==> src/rtl/lockout_pkg.sv <==
package lockout_pkg;

  typedef enum logic [1:0] {
    OWNER_NONE = 2'b00,
    OWNER_A    = 2'b01,
    OWNER_B    = 2'b10
  } owner_e;

  // Maps the next-state hold bits (bit 0 = A, bit 1 = B) to the owner code.
  function automatic owner_e owner_of(input logic [1:0] held);
    owner_e r;
    unique case (held)
      2'b01:   r = OWNER_A;
      2'b10:   r = OWNER_B;
      default: r = OWNER_NONE;
    endcase
    return r;
  endfunction

endpackage

==> src/rtl/btn_sync.sv <==
module btn_sync #(
  parameter int WIDTH  = 2,
  parameter int STAGES = 2
) (
  input  logic             clk_i,
  input  logic             rst_i,
  input  logic [WIDTH-1:0] d_i,
  output logic [WIDTH-1:0] q_o
);

  localparam int LAST = STAGES - 1;

  logic [WIDTH-1:0] stage_q [STAGES];

  for (genvar g = 0; g < STAGES; g++) begin : g_stage
    if (g == 0) begin : g_first
      always_ff @(posedge clk_i) begin
        if (rst_i) stage_q[g] <= '0;
        else       stage_q[g] <= d_i;
      end
    end else begin : g_next
      always_ff @(posedge clk_i) begin
        if (rst_i) stage_q[g] <= '0;
        else       stage_q[g] <= stage_q[g-1];
      end
    end
  end

  assign q_o = stage_q[LAST];

endmodule

==> src/rtl/lockout_inhibit.sv <==
module lockout_inhibit #(
  parameter int NCH = 2
) (
  input  logic [NCH-1:0] held_i,
  output logic           blk_o,
  output logic           open_o
);

  // One shared term produces the complementary pair.
  always_comb begin
    blk_o  = |held_i;
    open_o = ~blk_o;
  end

endmodule

==> src/rtl/lockout_chan.sv <==
module lockout_chan (
  input  logic clk_i,
  input  logic rst_i,
  input  logic press_i,
  input  logic grant_i,
  output logic held_o,
  output logic held_d_o
);

  // Set needs press and grant; a held latch stays set only while pressed.
  always_comb held_d_o = held_o ? press_i : (press_i & grant_i);

  always_ff @(posedge clk_i) begin
    if (rst_i) held_o <= 1'b0;
    else       held_o <= held_d_o;
  end

endmodule

==> src/rtl/lockout_top.sv <==
module lockout_top
  import lockout_pkg::*;
#(
  parameter int SYNC_STAGES = 2
) (
  input  logic       clk_i,
  input  logic       rst_i,
  input  logic       btn_a_i,
  input  logic       btn_b_i,
  output logic       ind_a_o,
  output logic       ind_b_o,
  output logic [1:0] winner_o
);

  localparam int NCH = 2;

  logic [NCH-1:0] btn_s;
  logic [NCH-1:0] held;
  logic [NCH-1:0] held_d;
  logic [NCH-1:0] grant;
  logic           lock_blk;
  logic           lock_open;
  owner_e         owner_q;

  btn_sync #(.WIDTH(NCH), .STAGES(SYNC_STAGES)) u_sync (
    .clk_i (clk_i),
    .rst_i (rst_i),
    .d_i   ({btn_b_i, btn_a_i}),
    .q_o   (btn_s)
  );

  lockout_inhibit #(.NCH(NCH)) u_inh (
    .held_i (held),
    .blk_o  (lock_blk),
    .open_o (lock_open)
  );

  // Channel A has priority on a same-cycle tie.
  always_comb begin
    grant[0] = lock_open;
    grant[1] = lock_open & ~btn_s[0];
  end

  for (genvar ch = 0; ch < NCH; ch++) begin : g_chan
    lockout_chan u_chan (
      .clk_i    (clk_i),
      .rst_i    (rst_i),
      .press_i  (btn_s[ch]),
      .grant_i  (grant[ch]),
      .held_o   (held[ch]),
      .held_d_o (held_d[ch])
    );
  end

  always_ff @(posedge clk_i) begin
    if (rst_i) owner_q <= OWNER_NONE;
    else       owner_q <= owner_of(held_d);
  end

  assign ind_a_o  = held[0];
  assign ind_b_o  = held[1];
  assign winner_o = owner_q;

endmodule

==> config.mk <==
export PLATFORM = sky130hd
export DESIGN_NAME = lockout_top
export DESIGN_NICKNAME = d
export VERILOG_FILES = /design/src/rtl/lockout_pkg.sv /design/src/rtl/btn_sync.sv /design/src/rtl/lockout_inhibit.sv /design/src/rtl/lockout_chan.sv /design/src/rtl/lockout_top.sv
export SDC_FILE = /design/constraint.sdc
export NUM_CORES = 1
export LEC_CHECK = 0
export BUFFER_PORTS_ARGS = -buffer_cell sky130_fd_sc_hd__buf_2
export CAP_MARGIN = 5
export CORE_AREA = 2 2 39 41
export DETAILED_ROUTE_END_ITERATION = 8
export DIE_AREA = 0 0 41 43
export SLEW_MARGIN = 20
export SYNTH_ARGS = -nofsm -noshare
export SYNTH_HDL_FRONTEND = slang
export SYNTH_SLANG_ARGS = --single-unit
export TNS_END_PERCENT = 5
==> constraint.sdc <==
create_clock -name clk_i -period 1.25 [get_ports clk_i]
set_clock_uncertainty 0.1 [all_clocks]
set_input_delay 0.0625 -clock clk_i [delete_from_list [all_inputs] [get_ports clk_i]]
set_output_delay 0.0625 -clock clk_i [all_outputs]
set_load 0.03 [all_outputs]
# == Word-level counts from Yosys, hierarchy flattened ==
# Memory sizes are Yosys's and may differ from the RTL's.
# Index checks and enable logic that the tools add are counted.
# Widths: inputs -> output; s select.
# op_classes
muxes,8
eq_ne,2
bitwise_logic,7
reduce_logical,1
# ops
cell,n
$mux 1,5
$mux 2,2
$pmux 2 s2,1
$and 1x1->1,3
$eq 2x1->1 const B,1
$eq 2x2->1 const B,1
$not 1->1,2
$or 1x1->1,2
$reduce_or 2->1,1
# word_totals
ramBits,4
word_cells,22
mem_count,1
reg_bits,4
out_inout_bits,4
in_bits,4
# mem_list
name,words,word_bits,read_ports,rd_clocked_by_memory_dff,wr,line,text
u_sync.stage_q,2,2,2,0,2,btn_sync.sv:13,logic [WIDTH-1:0] stage_q [STAGES];

# == Depth between registers and ports, before layout ==
# depth
depth_word,7
mapped_depth,3
ltp_nobuf,3

# == Hierarchy ==
# A second synthesis with hierarchy kept.
# hier_totals
hier_cells,21
area_unflattened_um2,259.0
# by_module_without_submodules
module,area_per_inst_um2,instances,seq_area_each_um2,cells_each
btn_sync,105.1,1,80.1,8
lockout_chan,41.3,2,20.0,3
lockout_top,61.3,1,40.0,5
lockout_inhibit,10.0,1,0.0,2

# == Worst setup path before layout ==
# OpenSTA, ideal clock, no wires.
# synth_timing
path_kind,reg2reg
from,register g_chan[1].u_chan.held_o
to,register owner_q[1] (netlist: winner_o[1])
n_path_buf,0
setup_ps,72
path_slack_ps,46
required_ps,1078
t_arrival_ps,1032
period_less_slack_ps,1204
path_stages_with_launch,4
cell_sequence,dfxtp_1 -> inv_2 -> maj3_2 -> nor3b_2
# synth_between
elab_chain_len,7
elab_cells_between_ends,10
classes_between,eq/ne (2); mux (3); bitwise (4); reduce/logical (1)
# synth_rtl
element,line,text
"start, declared",lockout_chan.sv:6,"output logic held_o,"
"start signal, assigned",lockout_chan.sv:15,else held_o <= held_d_o;
$reduce_or 2->1,lockout_inhibit.sv:11,blk_o = |held_i;
$not 1->1,lockout_inhibit.sv:12,open_o = ~blk_o;
$and 1x1->1,lockout_top.sv:41,grant[1] = lock_open & ~btn_s[0];
$and 1x1->1,lockout_chan.sv:11,always_comb held_d_o = held_o ? press_i : (press_i & grant_i);
$mux 1,lockout_chan.sv:11,
$eq 2x2->1 / $eq 2x1->1 (equally long branches),lockout_pkg.sv:12,unique case (held)
$pmux 2 s2 (*),lockout_pkg.sv:12,
"end signal, assigned",lockout_top.sv:57,else owner_q <= owner_of(held_d);
"end, declared",lockout_top.sv:23,owner_e owner_q;
# Mark *: on every way between the ends. The rest lies on a longest branch, timed or not.
# A chain may end at the register's enable or synchronous reset.

# == Worst setup path after layout ==
# Ends and elaborated chain as after synthesis.

==> results.md <==
* Highest cell delay on the worst timing path at 400 ps
* Reg area at approximately 160 µm²
* Sequence of cells on the critical path: inv_2 -> maj3_2 -> nor3b_2
* I/O Buffers at 7
* Post-synth design cell area at around 250 µm²
* Die area at 1763 µm²
* Antenna violations before repair at 0
* Mean number of vias per cell at between 3 and 4
* WP buf/inv at 1
* Weighted congestion reported at the end of routability-driven placement at ~0.58
* Multi-input logic area at around 86 µm²
* RSZ-0062 raised after global routing: no
* Number of buffers between clock root and the deepest sink at 2
* 1st-iter DRT viols at 3
* Routed WL at 402 µm
* Met1 Resource Use GR at under 10%
* Fin. max-slew vios at 0
* Core Footprint at ~1400 µm²
* CP Max Fanout at 5
* Most Crowded Layer GR: met3
* Syn-to-layout area delta at 42.36%
* Arrival time reported for the critical path endpoint at 1140 ps
* Overall via count from detail_route at about 180
* Gr ovfl total at 0
* Gates resized, CTS repair at 0
* Synthesized area per cell at between 10 and 15 µm²
* Layout cell share with drive strength beyond 1 at between 30% and 40%
* Leakage at between 0.15 and 0.2 nW
* Peak ir drop on the vdd network at just over 600 µV
* Std-Cell Rows at 14
* Number of filler cells placed in the layout at between 100 and 150
* P per Cell Area at 1376 nW/µm²
* Sequential fraction of the synthesis area at between 60% and 70%
* Met2 usage in global routing at just over 8%
* Antenna Cells at 0
* Global routing usage on met3 at a little under a tenth
* Achievable frequency at 0.9415 GHz
* Slowest-stage cell, CP: dfxtp_1
* Critical path required time at between 1000 and 1500 ps
* Final-report hold violation count at 0
* Seq cells post-synth at 8
* CTS root buf: clkbuf_4
* CTS tree: yes
* Worst hold slack after final layout at 332.3 ps
* Post-DRT Antenna Nets at 0
* Clock insertion delay at the later pin of the skew report at approximately 250 ps
* Number of nets in the layout at between 40 and 50
* Most area-hungry cell type in the Yosys netlist: dfxtp_1
* Ys Warns at 0
* Max-Cap Viols at 0
* Min-Delay Startpoint: u_sync.stage_q[0][1]
* Synth top area share at 63.05%
* I/O pin total at 8
* Kind of cell with the highest combined delay on the critical path: flip-flops
* CTS HTree Levels at 1
* Crit path capture type: flop
* Maximum number of pins on one net before global-route repair at 8
* DRT Pass-1 Iters at 3
* Initial Utilization at between 10% and 20%
* Number of distinct standard cells referenced by the synthesized netlist at 10
* Drc violations at 0
* Reg2Reg Launch Point: g_chan[1].u_chan.held_o
* Combined global-route utilization of all metal layers at under 10%
* Half-perimeter wire length after detailed placement at 253.1 µm
* Clk pin slew, worst setup/hold paths at about 50 ps
* First-pass GRT wire length at ~660 µm
* Number of failing setup endpoints in the final timing report at 0
* Max-Slew Margin vs Limit at just under 90%
* Vert. Die Dim at around 43 µm
* Top area cells in the synthesized netlist: dfxtp_1 63%, nor2b_1 9.9%, nand2b_1 4.9%
* Total negative slack for setup checks at 0 ps
* Die W at ~41 µm
* Number of buffers created by CTS at 3
* Startpoint Class: flop
* Period utilisation layout at about 85%
* Source of the critical timing path: g_chan[1].u_chan.held_o
* Nets in the synthesized netlist at 27
* Count of buffers added by post-CTS timing repair for setup at 0
* Syn Inst Count at 23
* Min-delay worst type: flop to flop
* Wire length per cell at ~7.7 µm
* Number of global-route vias before repair at ~190
* Run status: finished clean
* Minimum clock period after layout at between 1000 and 1500 ps
* Sink Count at 8
* Least-Margin Pin Slew at 171.2 ps
* Crit Path Category: flop to flop
## metal layers
layer  up-vias  wire (µm)
met2        12        165
li1         98          -
met1        73        172
met3         0         64
met4         0          0
met5         -          0
## path summary, 6_finish.rpt
path	end	slack, ps	depth (start not counted)
max	winner_o[1]	190	3
min	u_sync.stage_q[1][1]	330	1
max reg2reg	winner_o[1]	190	3
min reg2reg	u_sync.stage_q[1][1]	330	1
## where the power goes
| group | total, W | switching, W | internal, W |
|---|---|---|---|
| clock | 0.000190 | 0.0000809 | 0.000109 |
| sequential | 0.000269 | 0.00000461 | 0.000265 |
| combinational | 0.0000378 | 0.0000175 | 0.0000203 |
## through the flow
stage	instances	worst slack, ps	total power (W)	cell area, µm²	utilization, %
floorplan	23	45.69	0.0002933	254.0	-
global placement	46	229.2	0.0003050	309.0	22.33
detailed placement	46	194.9	0.0003057	309.0	22.33
CTS	52	179.3	0.0005088	361.6	26.13
global route	52	149.3	0.0005367	361.6	26.13
finish	52	187.9	0.0004976	361.6	26.13
## flip-flops by register name, indices dropped and copies added, names as in the netlist
name and flops:
g_chan.u_chan.held_o 2, u_sync.stage_q 4, winner_o 2
## cell families (layout without fill, tap and decap cells)
logic type,after synthesis,after routing,synth area share [%]
flip-flops,8,8,63.05
adder cells (fa/ha/maj),1,1,4.433
AO/OA/AOI/OAI,2,2,3.941
AND/OR/NAND/NOR,10,10,25.61
buffers and inverters,2,15,2.953
## Yosys cell counts (all sizes together)
cell,instances
dfxtp,8
nor2b,4
a21oi,2
inv,2
nand2b,2
nor2,2
nor3b,2
maj3,1
## layout by cell type (no fill, tap or decap)
master / synthesis / final
dfxtp_1: 8 / 8
buf_2: 0 / 7
nor2b_1: 4 / 4
clkbuf_4: 0 / 3
dlygate4sd3_1: 0 / 3
nand2b_1: 2 / 2
a21oi_1: 2 / 2
nor2_1: 2 / 2
inv_2: 1 / 1
maj3_2: 1 / 1
nor3b_2: 1 / 1
inv_1: 1 / 1
nor3b_1: 1 / 1
## worst register-to-register path, cell delays in order (launching register included)
cell     delay, ps
dfxtp_1        400
inv_2           50
maj3_2         310
nor3b_2        140
## area by class of cell
class                           count  share of cell area, %
Sequential cell                     8                  44.29
Multi-Input combinational cell     13                  23.88
Timing Repair Buffer               10                  17.99
Clock buffer                        3                  6.228
Tap cell                           16                  5.536
Inverter                            2                  2.076
## timing repair
action,4_1_cts,5_1_grt
hold endpoints to repair,6,0
setup endpoints to repair,0,0
hold buffers,3,0
No activity file was read; power rests on OpenSTA's default activity.
